<file path="config.mk">
export PLATFORM = sky130hd
export DESIGN_NAME = pred_and_unit
export DESIGN_NICKNAME = d
export VERILOG_FILES = /design/src/rtl/pred_and_pkg.sv /design/src/rtl/pred_regfile.sv /design/src/rtl/pred_lane_and.sv /design/src/rtl/pred_flag_scan.sv /design/src/rtl/pred_and_unit.sv
export SDC_FILE = /design/constraint.sdc
export NUM_CORES = 1
export LEC_CHECK = 0
export BUFFER_PORTS_ARGS = -buffer_cell sky130_fd_sc_hd__clkbuf_2
export CELL_PAD_IN_SITES_DETAIL_PLACEMENT = 0
export CELL_PAD_IN_SITES_GLOBAL_PLACEMENT = 1
export CORE_MARGIN = 2
export CORE_UTILIZATION = 24
export CTS_CLUSTER_DIAMETER = 30
export DETAILED_ROUTE_END_ITERATION = 10
export GPL_TIMING_DRIVEN = 0
export PLACE_DENSITY = 0.42
export SYNTH_ARGS = -nofsm -noshare
export SYNTH_HDL_FRONTEND = slang
export SYNTH_SLANG_ARGS = --single-unit
</file>
<file path="constraint.sdc">
create_clock -name clk -period 9.08 [get_ports clk]
set_clock_uncertainty 0.15 [all_clocks]
set_input_delay 0.908 -clock clk [delete_from_list [all_inputs] [get_ports clk]]
set_output_delay 0.908 -clock clk [all_outputs]
set_load 0.02 [all_outputs]
</file>
<file path="src/rtl/pred_and_pkg.sv">
package pred_and_pkg;

  typedef struct packed {
    logic n;
    logic z;
    logic c;
    logic v;
  } nzcv_t;

  function automatic int lanes_of(input int vl_bits);
    return vl_bits / 8;
  endfunction

endpackage

</file>
<file path="src/rtl/pred_regfile.sv">
module pred_regfile #(
  parameter int PL    = 32,
  parameter int NREGS = 16,
  localparam int IDXW = $clog2(NREGS)
) (
  input  logic            clk,
  input  logic            wr_en,
  input  logic [IDXW-1:0] wr_idx,
  input  logic [PL-1:0]   wr_data,
  input  logic [IDXW-1:0] ra_idx,
  input  logic [IDXW-1:0] rb_idx,
  input  logic [IDXW-1:0] rg_idx,
  input  logic [IDXW-1:0] rs_idx,
  output logic [PL-1:0]   ra_data,
  output logic [PL-1:0]   rb_data,
  output logic [PL-1:0]   rg_data,
  output logic [PL-1:0]   rs_data
);

  logic [PL-1:0] mem [NREGS];

  always_ff @(posedge clk) begin
    if (wr_en) mem[wr_idx] <= wr_data;
  end

  assign ra_data = mem[ra_idx];
  assign rb_data = mem[rb_idx];
  assign rg_data = mem[rg_idx];

  always_ff @(posedge clk) begin
    rs_data <= mem[rs_idx];
  end

endmodule

</file>
<file path="src/rtl/pred_lane_and.sv">
module pred_lane_and #(
  parameter int PL = 32,
  localparam int LW = $clog2(PL + 1)
) (
  input  logic [PL-1:0] gov,
  input  logic [PL-1:0] opa,
  input  logic [PL-1:0] opb,
  input  logic [LW-1:0] vl_lanes,
  output logic [PL-1:0] act,
  output logic [PL-1:0] res
);

  for (genvar i = 0; i < PL; i++) begin : g_lane
    logic in_len;
    assign in_len = (vl_lanes > LW'(i));
    assign act[i] = gov[i] & in_len;
    assign res[i] = act[i] & opa[i] & opb[i];
  end

endmodule

</file>
<file path="src/rtl/pred_flag_scan.sv">
module pred_flag_scan #(
  parameter int PL = 32
) (
  input  logic [PL-1:0] act,
  input  logic [PL-1:0] res,
  output logic          f_n,
  output logic          f_z,
  output logic          f_c
);

  logic [PL-1:0] first_oh;
  logic          last_bit;

  assign first_oh = act & (~act + PL'(1));

  always_comb begin
    last_bit = 1'b0;
    for (int i = 0; i < PL; i++) begin
      if (act[i]) last_bit = res[i];
    end
  end

  assign f_n = |(first_oh & res);
  assign f_z = ~|(res & act);
  assign f_c = ~last_bit;

  // at most one lane may be picked as the first active lane
  always_comb begin
    a_r4_first_onehot: assert ($onehot0(first_oh));
  end

  // with no active lane the flags read N=0, Z=1, C=1
  always_comb begin
    if (act == '0) a_r6_empty_flags: assert (!f_n && f_z && f_c);
  end

endmodule

</file>
<file path="src/rtl/pred_and_unit.sv">
module pred_and_unit #(
  parameter int MAX_VL_BITS = 256,
  parameter int NREGS       = 16,
  localparam int PL   = MAX_VL_BITS / 8,
  localparam int LW   = $clog2(PL + 1),
  localparam int IDXW = $clog2(NREGS)
) (
  input  logic            clk,
  input  logic            rst,
  input  logic            req_valid,
  input  logic [IDXW-1:0] req_dst,
  input  logic [IDXW-1:0] req_gov,
  input  logic [IDXW-1:0] req_srca,
  input  logic [IDXW-1:0] req_srcb,
  input  logic [LW-1:0]   vl_lanes,
  input  logic            ld_valid,
  input  logic [IDXW-1:0] ld_idx,
  input  logic [PL-1:0]   ld_data,
  input  logic [IDXW-1:0] rd_idx,
  output logic [PL-1:0]   rd_data,
  output logic            done_valid,
  output logic            flag_n,
  output logic            flag_z,
  output logic            flag_c,
  output logic            flag_v
);
  import pred_and_pkg::*;

  logic [PL-1:0]   opa, opb, gov, act, res;
  logic [LW-1:0]   eff_len;
  logic            s_n, s_z, s_c;
  logic            wr_en;
  logic [IDXW-1:0] wr_idx;
  logic [PL-1:0]   wr_data;
  nzcv_t           flags_q;

  // clamp the runtime length to the lane count
  assign eff_len = (vl_lanes > LW'(PL)) ? LW'(PL) : vl_lanes;

  // single write port, request has priority over load
  assign wr_en   = req_valid | ld_valid;
  assign wr_idx  = req_valid ? req_dst : ld_idx;
  assign wr_data = req_valid ? res : ld_data;

  pred_regfile #(.PL(PL), .NREGS(NREGS)) u_rf (
    .clk(clk), .wr_en(wr_en), .wr_idx(wr_idx), .wr_data(wr_data),
    .ra_idx(req_srca), .rb_idx(req_srcb), .rg_idx(req_gov), .rs_idx(rd_idx),
    .ra_data(opa), .rb_data(opb), .rg_data(gov), .rs_data(rd_data)
  );

  pred_lane_and #(.PL(PL)) u_lanes (
    .gov(gov), .opa(opa), .opb(opb), .vl_lanes(eff_len), .act(act), .res(res)
  );

  pred_flag_scan #(.PL(PL)) u_scan (
    .act(act), .res(res), .f_n(s_n), .f_z(s_z), .f_c(s_c)
  );

  always_ff @(posedge clk) begin
    if (rst) begin
      done_valid <= 1'b0;
      flags_q    <= '0;
    end else begin
      done_valid <= req_valid;
      if (req_valid) flags_q <= '{n: s_n, z: s_z, c: s_c, v: 1'b0};
    end
  end

  assign flag_n = flags_q.n;
  assign flag_z = flags_q.z;
  assign flag_c = flags_q.c;
  assign flag_v = flags_q.v;

  // the lane stage never sets a bit outside the active set
  always_comb begin
    a_r3_inactive_zero: assert ((res & ~act) == '0);
  end

  a_r7_v_zero: assert property (@(posedge clk) disable iff (rst) !flag_v);
  a_r5_z_excludes_n: assert property (@(posedge clk) disable iff (rst) flag_z |-> !flag_n);
  a_r8_done_on_req: assert property (@(posedge clk) disable iff (rst) req_valid |=> done_valid);
  a_r8_done_idle: assert property (@(posedge clk) disable iff (rst) !req_valid |=> !done_valid);
  a_r8_flags_hold: assert property (@(posedge clk) disable iff (rst)
    !req_valid |=> $stable({flag_n, flag_z, flag_c}));

endmodule

</file>
==> flow_summary.json, run 1 <==
{
  "ys_async_sr_fraction_pct": 0,
  "fin_crit_sh_pct": 61.39,
  "routed_wl_um": 194800,
  "areaGrowthSynthToFinish_pct": 28.97,
  "ff2ff_setup_slack_ns": 4.92,
  "hold_buffers": 0,
  "finalWorstSetupSlack_ns": 3.506,
  "rows": 137,
  "p_leak_nw": 14.84,
  "min_path_type": "in2reg",
  "crit_chain": "buf_2 > buf_2 > clkbuf_1 > clkbuf_1 > mux4_2 > a22oi_1 > nand2_1 > and2_1 > nand2_1 > nand4_1 > a311o_1 > a211oi_1",
  "layout.core_utilization_pct": 31.20,
  "crit_required_ns": 9.63,
  "routed-via-count": 26622,
  "r2r_end": "flag_z",
  "seq_area_frac_synth_pct": 47.68,
  "arrival_ns": 6.12,
  "violations": "capacitance limit, slew limit",
  "synth_area_leaders": "edfxtp_1, mux4_2, mux2i_1",
  "synth_top_family_by_area": "multiplexers",
  "antenna_left": 0,
  "synth_fp_nets": 2093,
  "drcViolationCount": 0,
  "critPathCapture": "flag_c",
  "cts_resized": 0,
  "rsz0062_at_grt": "false",
  "endpoint_kind": "flip-flop",
  "firstDrtPassIters": 7,
  "synth_top_flop_cell": "edfxtp_1",
  "yosys-mux-area-fraction_pct": 38.36,
  "cap_violations": 2,
  "post_cts_buffers": 0,
  "avgSynthCellArea_um2": 16.66,
  "nets": 2404,
  "grt_pass1_vias": 26129,
  "synth-simple-area-share_pct": 4.396,
  "synthXorXnorAreaFrac_pct": 0,
  "path_max_fanout": 10,
  "hold_viol": 0,
  "power_density_nw_per_um2": 233.6,
  "ys_ff_latch": 548,
  "n_fill_cell": 13747,
  "status": "complete, but fails checks",
  "setup_viol": 0,
  "netlist_area_um2": 33760,
  "overflow": 0,
  "yosysUniqueCellTypes": 83,
  "critPathLaunch": "req_srcb[1]",
  "die-area_um2": 143700,
  "whs_ns": 0.3672,
  "clock.fmax_ghz": 0.1794,
  "synth_compound_area_share_pct": 6.641,
  "tightest_slew_ns": 1.543,
  "synth-edff-count": 512,
  "clockRootBuffer": "clkbuf_16",
  "die_h_um": 379.1,
  "drive_gt1_share_pct": 43.17,
  "start_util_pct": 24.20,
  "hpwl_um": 137800,
  "yosys_warnings": 0,
  "worstReg2RegStart": "u_rf.mem[13][14]",
  "startpoint_type": "input port",
  "cts-buffers-inserted": 173,
  "layout_common_cells": "edfxtp_1, mux4_2, clkbuf_16",
  "syn_inst": 2027,
  "antenna_found_initial": 23,
  "total_power_mw": 10.17,
  "layout_commonest_cell": "edfxtp_1",
  "dpl_cell_area_um2": 37710,
  "drtIter0Drc": 4140,
  "insertion_delay_ns": 0.78,
  "ctsHtreeMaxLevel": 4,
  "clock_sinks": 548,
  "grt_pass1_wl_um": 253800,
  "grt_max_degree": 17,
  "post-synth-top-area-fraction_pct": 45.54,
  "stdcell_count": 4363,
  "io_buffer_count": 85,
  "avgRoutedWirePerCell_um": 44.66,
  "place.gp.congestion": 0.9531,
  "holdCritStartpoint": "rst",
  "grt_usage_pct": 26.97,
  "viasPerCell": 6.102,
  "synth_area_leader_cell": "edfxtp_1",
  "dp_cells": 4039,
  "die_w_um": 379.1,
  "ir_worst_vdd_mv": 0.1222,
  "crit_slowest_cell": "clkbuf_1",
  "io-pin-count": 103,
  "pre_cts_ws_ns": 2.932,
  "final_area_um2": 43540,
  "setup_tns_ns": 0,
  "slew_headroom_pct": -2.895,
  "reg2reg_depth": 9,
  "multiInputGateArea_um2": 16810,
  "timing.final.max_slew_violations": 11,
  "layout_min_cycle_time_ns": 5.574,
  "core_um2": 139500,
  "critPathMaxStageDelay_ns": 1.13,
  "tritoncts": "built",
  "synth_adder_area_share_pct": 0,
  "clk_pin_slew_worst_paths_ns": 0.04,
  "ff_latch_area_um2": 16100,
  "crit_type": "in2reg",
  "clock_path_buffers": 3
}
-- final cells by class --
| class | count | share of cell area (%) |
|---|---|---|
| Multi-Input combinational cell | 1281 | 38.61 |
| Inverter | 15 | 0.1293 |
| Clock buffer | 206 | 10.42 |
| Antenna cell | 4 | 0.02299 |
| Timing Repair Buffer | 136 | 3.253 |
| Sequential cell | 548 | 36.97 |
| Buffer | 183 | 2.262 |
| Tap cell | 1876 | 5.391 |
| Clock inverter | 114 | 2.945 |
-- worst min-delay path by stage --
stage	endpoint	slack [ns]	cells past startpoint
final	done_valid	0.37	2
after CTS	done_valid	0.30	2
after floorplan	flag_z	0.44	2
after detailed placement	flag_z	0.51	2
after global placement	flag_z	0.50	2
after global routing	done_valid	0.34	2
-- synthesized netlist by cell type (7+ instances only) --
cell type / count
edfxtp_1: 512
mux4_2: 479
mux2i_1: 156
a22oi_1: 107
nand2_1: 103
clkbuf_1: 79
buf_2: 48
nor2_1: 48
a21oi_1: 42
dfxtp_1: 36
o21ai_0: 33
mux2_2: 30
buf_4: 24
nand3_1: 22
buf_1: 21
a221oi_1: 19
nor2b_1: 19
nand4_1: 16
and3_1: 15
a22o_1: 14
and2_1: 12
a31oi_1: 11
inv_1: 11
buf_6: 10
mux4_1: 10
a211oi_1: 9
nor4_1: 8
a211o_1: 7
-- logic make-up (layout without fill, tap and decap cells) --
logic type | Yosys count | count (layout)
compound gates | 312 | 312
simple gates | 293 | 293
flops | 548 | 548
other cells | 1 | 5
mux | 675 | 675
buf+inv | 198 | 654
-- worst max-delay path, delay by kind of cell --
family	cells	cell delay, ns
compound gates	3	0.94
buf+inv	4	2.90
mux	1	0.45
simple gates	4	0.85
-- where the power goes --
group          total, mW  internal (mW)  leakage [nW]  switching [mW]
registers           2.92           2.87          5.01          0.0506
clock network       5.98           4.13          2.80            1.85
logic               1.27          0.447          7.03           0.826
total               10.2           7.44          14.8            2.73
-- metal layers --
layer  global-route usage, %  vias up  share of wire [%]
met5                       0        -              0.056
met4                   12.71       16                5.1
met3                   8.060      474                 11
met2                   39.94     2079                 44
met1                   36.02    14442                 40
li1                        -     9611                  -
-- sequential cells by signal (all words and copies together), names as in the netlist --
register      count
u_rf.rs_data     32
done_valid        1
flag_n            1
flag_c            1
u_rf.mem        512
flag_z            1
Power figures use the tool's default switching activity.
==> run 2, diff against run 1 <==
==> constraint.sdc (replaced) <==
create_clock -name clk -period 5.3 [get_ports clk]
set_clock_uncertainty 0.15 [all_clocks]
set_input_delay 0.53 -clock clk [delete_from_list [all_inputs] [get_ports clk]]
set_output_delay 0.53 -clock clk [all_outputs]
set_load 0.02 [all_outputs]
==> run 2 against run 1 <==
  * Clock power rose by 71%
  * Non-clock buffer count rose by 1
  * Core utilization barely moved
  * Count of clock-buffer cells in the layout did not move
  * Worst hold slack got worse by 0.31 ns
  * Design area barely moved
  * Largest cell class unchanged
  * The run still ends with capacitance limit, slew limit left
  * Via count barely moved
  * Die area did not move
  * Setup slack got worse by 3.4 ns
  * Sequential cell count did not move
  * Critical endpoint is now flag_z
  * First-iteration DRC count rose by 2.3%
==> flow_summary.json, run 2 (synthesis gave the netlist of run 1 again) <==
{
  "reg2reg_depth": 8,
  "hpwl_um": 137800,
  "largest_reg_flops": 512,
  "routed_wl_um": 194800,
  "io_buffer_count": 85,
  "clk_pin_slew_worst_paths_ns": 0.04,
  "cts_resized": 0,
  "layout_commonest_cell": "edfxtp_1",
  "r2r_end": "flag_z",
  "grt_pass1_wl_um": 253800,
  "tightest_slew_ns": 1.546,
  "crit_required_ns": 5.87,
  "areaGrowthSynthToFinish_pct": 29.02,
  "tritoncts": "built",
  "path_max_fanout": 10,
  "drtIter0Drc": 4236,
  "power_density_nw_per_um2": 400.2,
  "layout_min_cycle_time_ns": 5.168,
  "clock_sinks": 548,
  "start_util_pct": 24.20,
  "antenna_found_initial": 23,
  "viasPerCell": 6.098,
  "crit_type": "in2reg",
  "cts-buffers-inserted": 173,
  "die_w_um": 379.1,
  "min_path_type": "in2reg",
  "grt_usage_pct": 26.97,
  "die_h_um": 379.1,
  "setup_viol": 0,
  "startpoint_type": "input port",
  "insertion_delay_ns": 0.79,
  "cap_violations": 6,
  "regMostFlops": "u_rf.mem",
  "layout_common_cells": "edfxtp_1, mux4_2, clkbuf_16",
  "grt_max_degree": 17,
  "clockRootBuffer": "clkbuf_16",
  "endpoint_kind": "flip-flop",
  "io-pin-count": 103,
  "total_power_mw": 17.43,
  "status": "complete, but fails checks",
  "clock.fmax_ghz": 0.1935,
  "core_um2": 139500,
  "hold_path_end": "u_rf.rs_data[30]",
  "ir_worst_vdd_mv": 0.2082,
  "avgRoutedWirePerCell_um": 44.60,
  "clock_path_buffers": 3,
  "firstDrtPassIters": 6,
  "dpl_cell_area_um2": 37710,
  "layout.core_utilization_pct": 31.22,
  "drive_gt1_share_pct": 43.16,
  "violations": "capacitance limit, slew limit",
  "arrival_ns": 5.73,
  "ff2ff_setup_slack_ns": 1.05,
  "ctsHtreeMaxLevel": 4,
  "drcViolationCount": 0,
  "slew_headroom_pct": -3.045,
  "die-area_um2": 143700,
  "hold_viol": 0,
  "min_path_cells": 2,
  "grt_pass1_vias": 26129,
  "nets": 2405,
  "p_leak_nw": 14.85,
  "timing.final.max_slew_violations": 53,
  "overflow": 0,
  "holdCritStartpoint": "rd_idx[3]",
  "routed-via-count": 26632,
  "worstReg2RegStart": "u_rf.mem[13][17]",
  "setup_tns_ns": 0,
  "rsz0062_at_grt": "false",
  "post_cts_buffers": 0,
  "final_area_um2": 43560,
  "fin_crit_sh_pct": 97.50,
  "top_regs": "u_rf.mem x512, u_rf.rs_data x32",
  "hold_buffers": 1,
  "antenna_left": 0,
  "place.gp.congestion": 0.9531,
  "rows": 137
}
run 2: changes by cell type in the layout (fill, tap and decap cells not counted):
cell / delta
diode_2: +3
dlygate4sd3_1: +1
run 2: worst max-delay path, stage by stage:
cell and delay, ns:
buf_2 0.33, and2_1 0.18, buf_2 0.47, buf_2 0.63, clkbuf_1 0.92, a22oi_1 0.22, nand3_1 0.17, a21oi_1 0.21
and3_1 0.32, or3_1 0.39, nor4_1 0.91, a32oi_1 0.24, nor2_1 0.12
run 2: how the worst max path moves through the flow:
stage               slack [ns]         from  depth (start not counted)               to
finish                    0.13   req_gov[3]                         13           flag_z
global route              0.24   req_gov[3]                         13           flag_z
CTS                       0.35  req_srcb[1]                         12           flag_c
detailed placement       -0.47  req_srcb[1]                         12           flag_c
global placement         -3.30    req_valid                          4  u_rf.mem[15][8]
floorplan                 1.96    req_valid                          4   u_rf.mem[6][0]
run 2: per-stage QoR:
stage | hold slack [ns] | setup WS, ns | instances
after global placement | 0.4994 | -3.299 | 3988
after detailed placement | 0.5127 | -0.4703 | 4039
final | 0.05501 | 0.1325 | 4367
after CTS | 0.03477 | 0.3458 | 4360
after floorplan | 0.4407 | 1.963 | 2027
after global routing | 0.04366 | 0.2433 | 4360
run 2: cell type report:
| class | instances | area, um^2 |
|---|---|---|
| Fill cell | 13745 | 95970 |
| Multi-Input combinational cell | 1281 | 16810 |
| Sequential cell | 548 | 16100 |
| Clock buffer | 206 | 4536 |
| Tap cell | 1876 | 2347 |
| Timing Repair Buffer | 137 | 1426 |
| Clock inverter | 114 | 1282 |
| Buffer | 183 | 984.7 |
| Inverter | 15 | 56.30 |
| Antenna cell | 7 | 17.52 |
run 2: report_power, final:
| part | switching, mW | total [mW] | internal (mW) |
|---|---|---|---|
| clock | 3.17 | 10.2 | 7.08 |
| sequential | 0.0863 | 5.00 | 4.91 |
| combinational | 1.42 | 2.18 | 0.767 |
run 2: layer usage:
layer  track usage [%]  up-vias  part of all wire, %
met3             8.060      448                   11
met1             36.02    14443                   40
met4             12.71       16                  5.0
met5                 0        -                0.058
met2             39.94     2102                   44
li1                  -     9623                    -
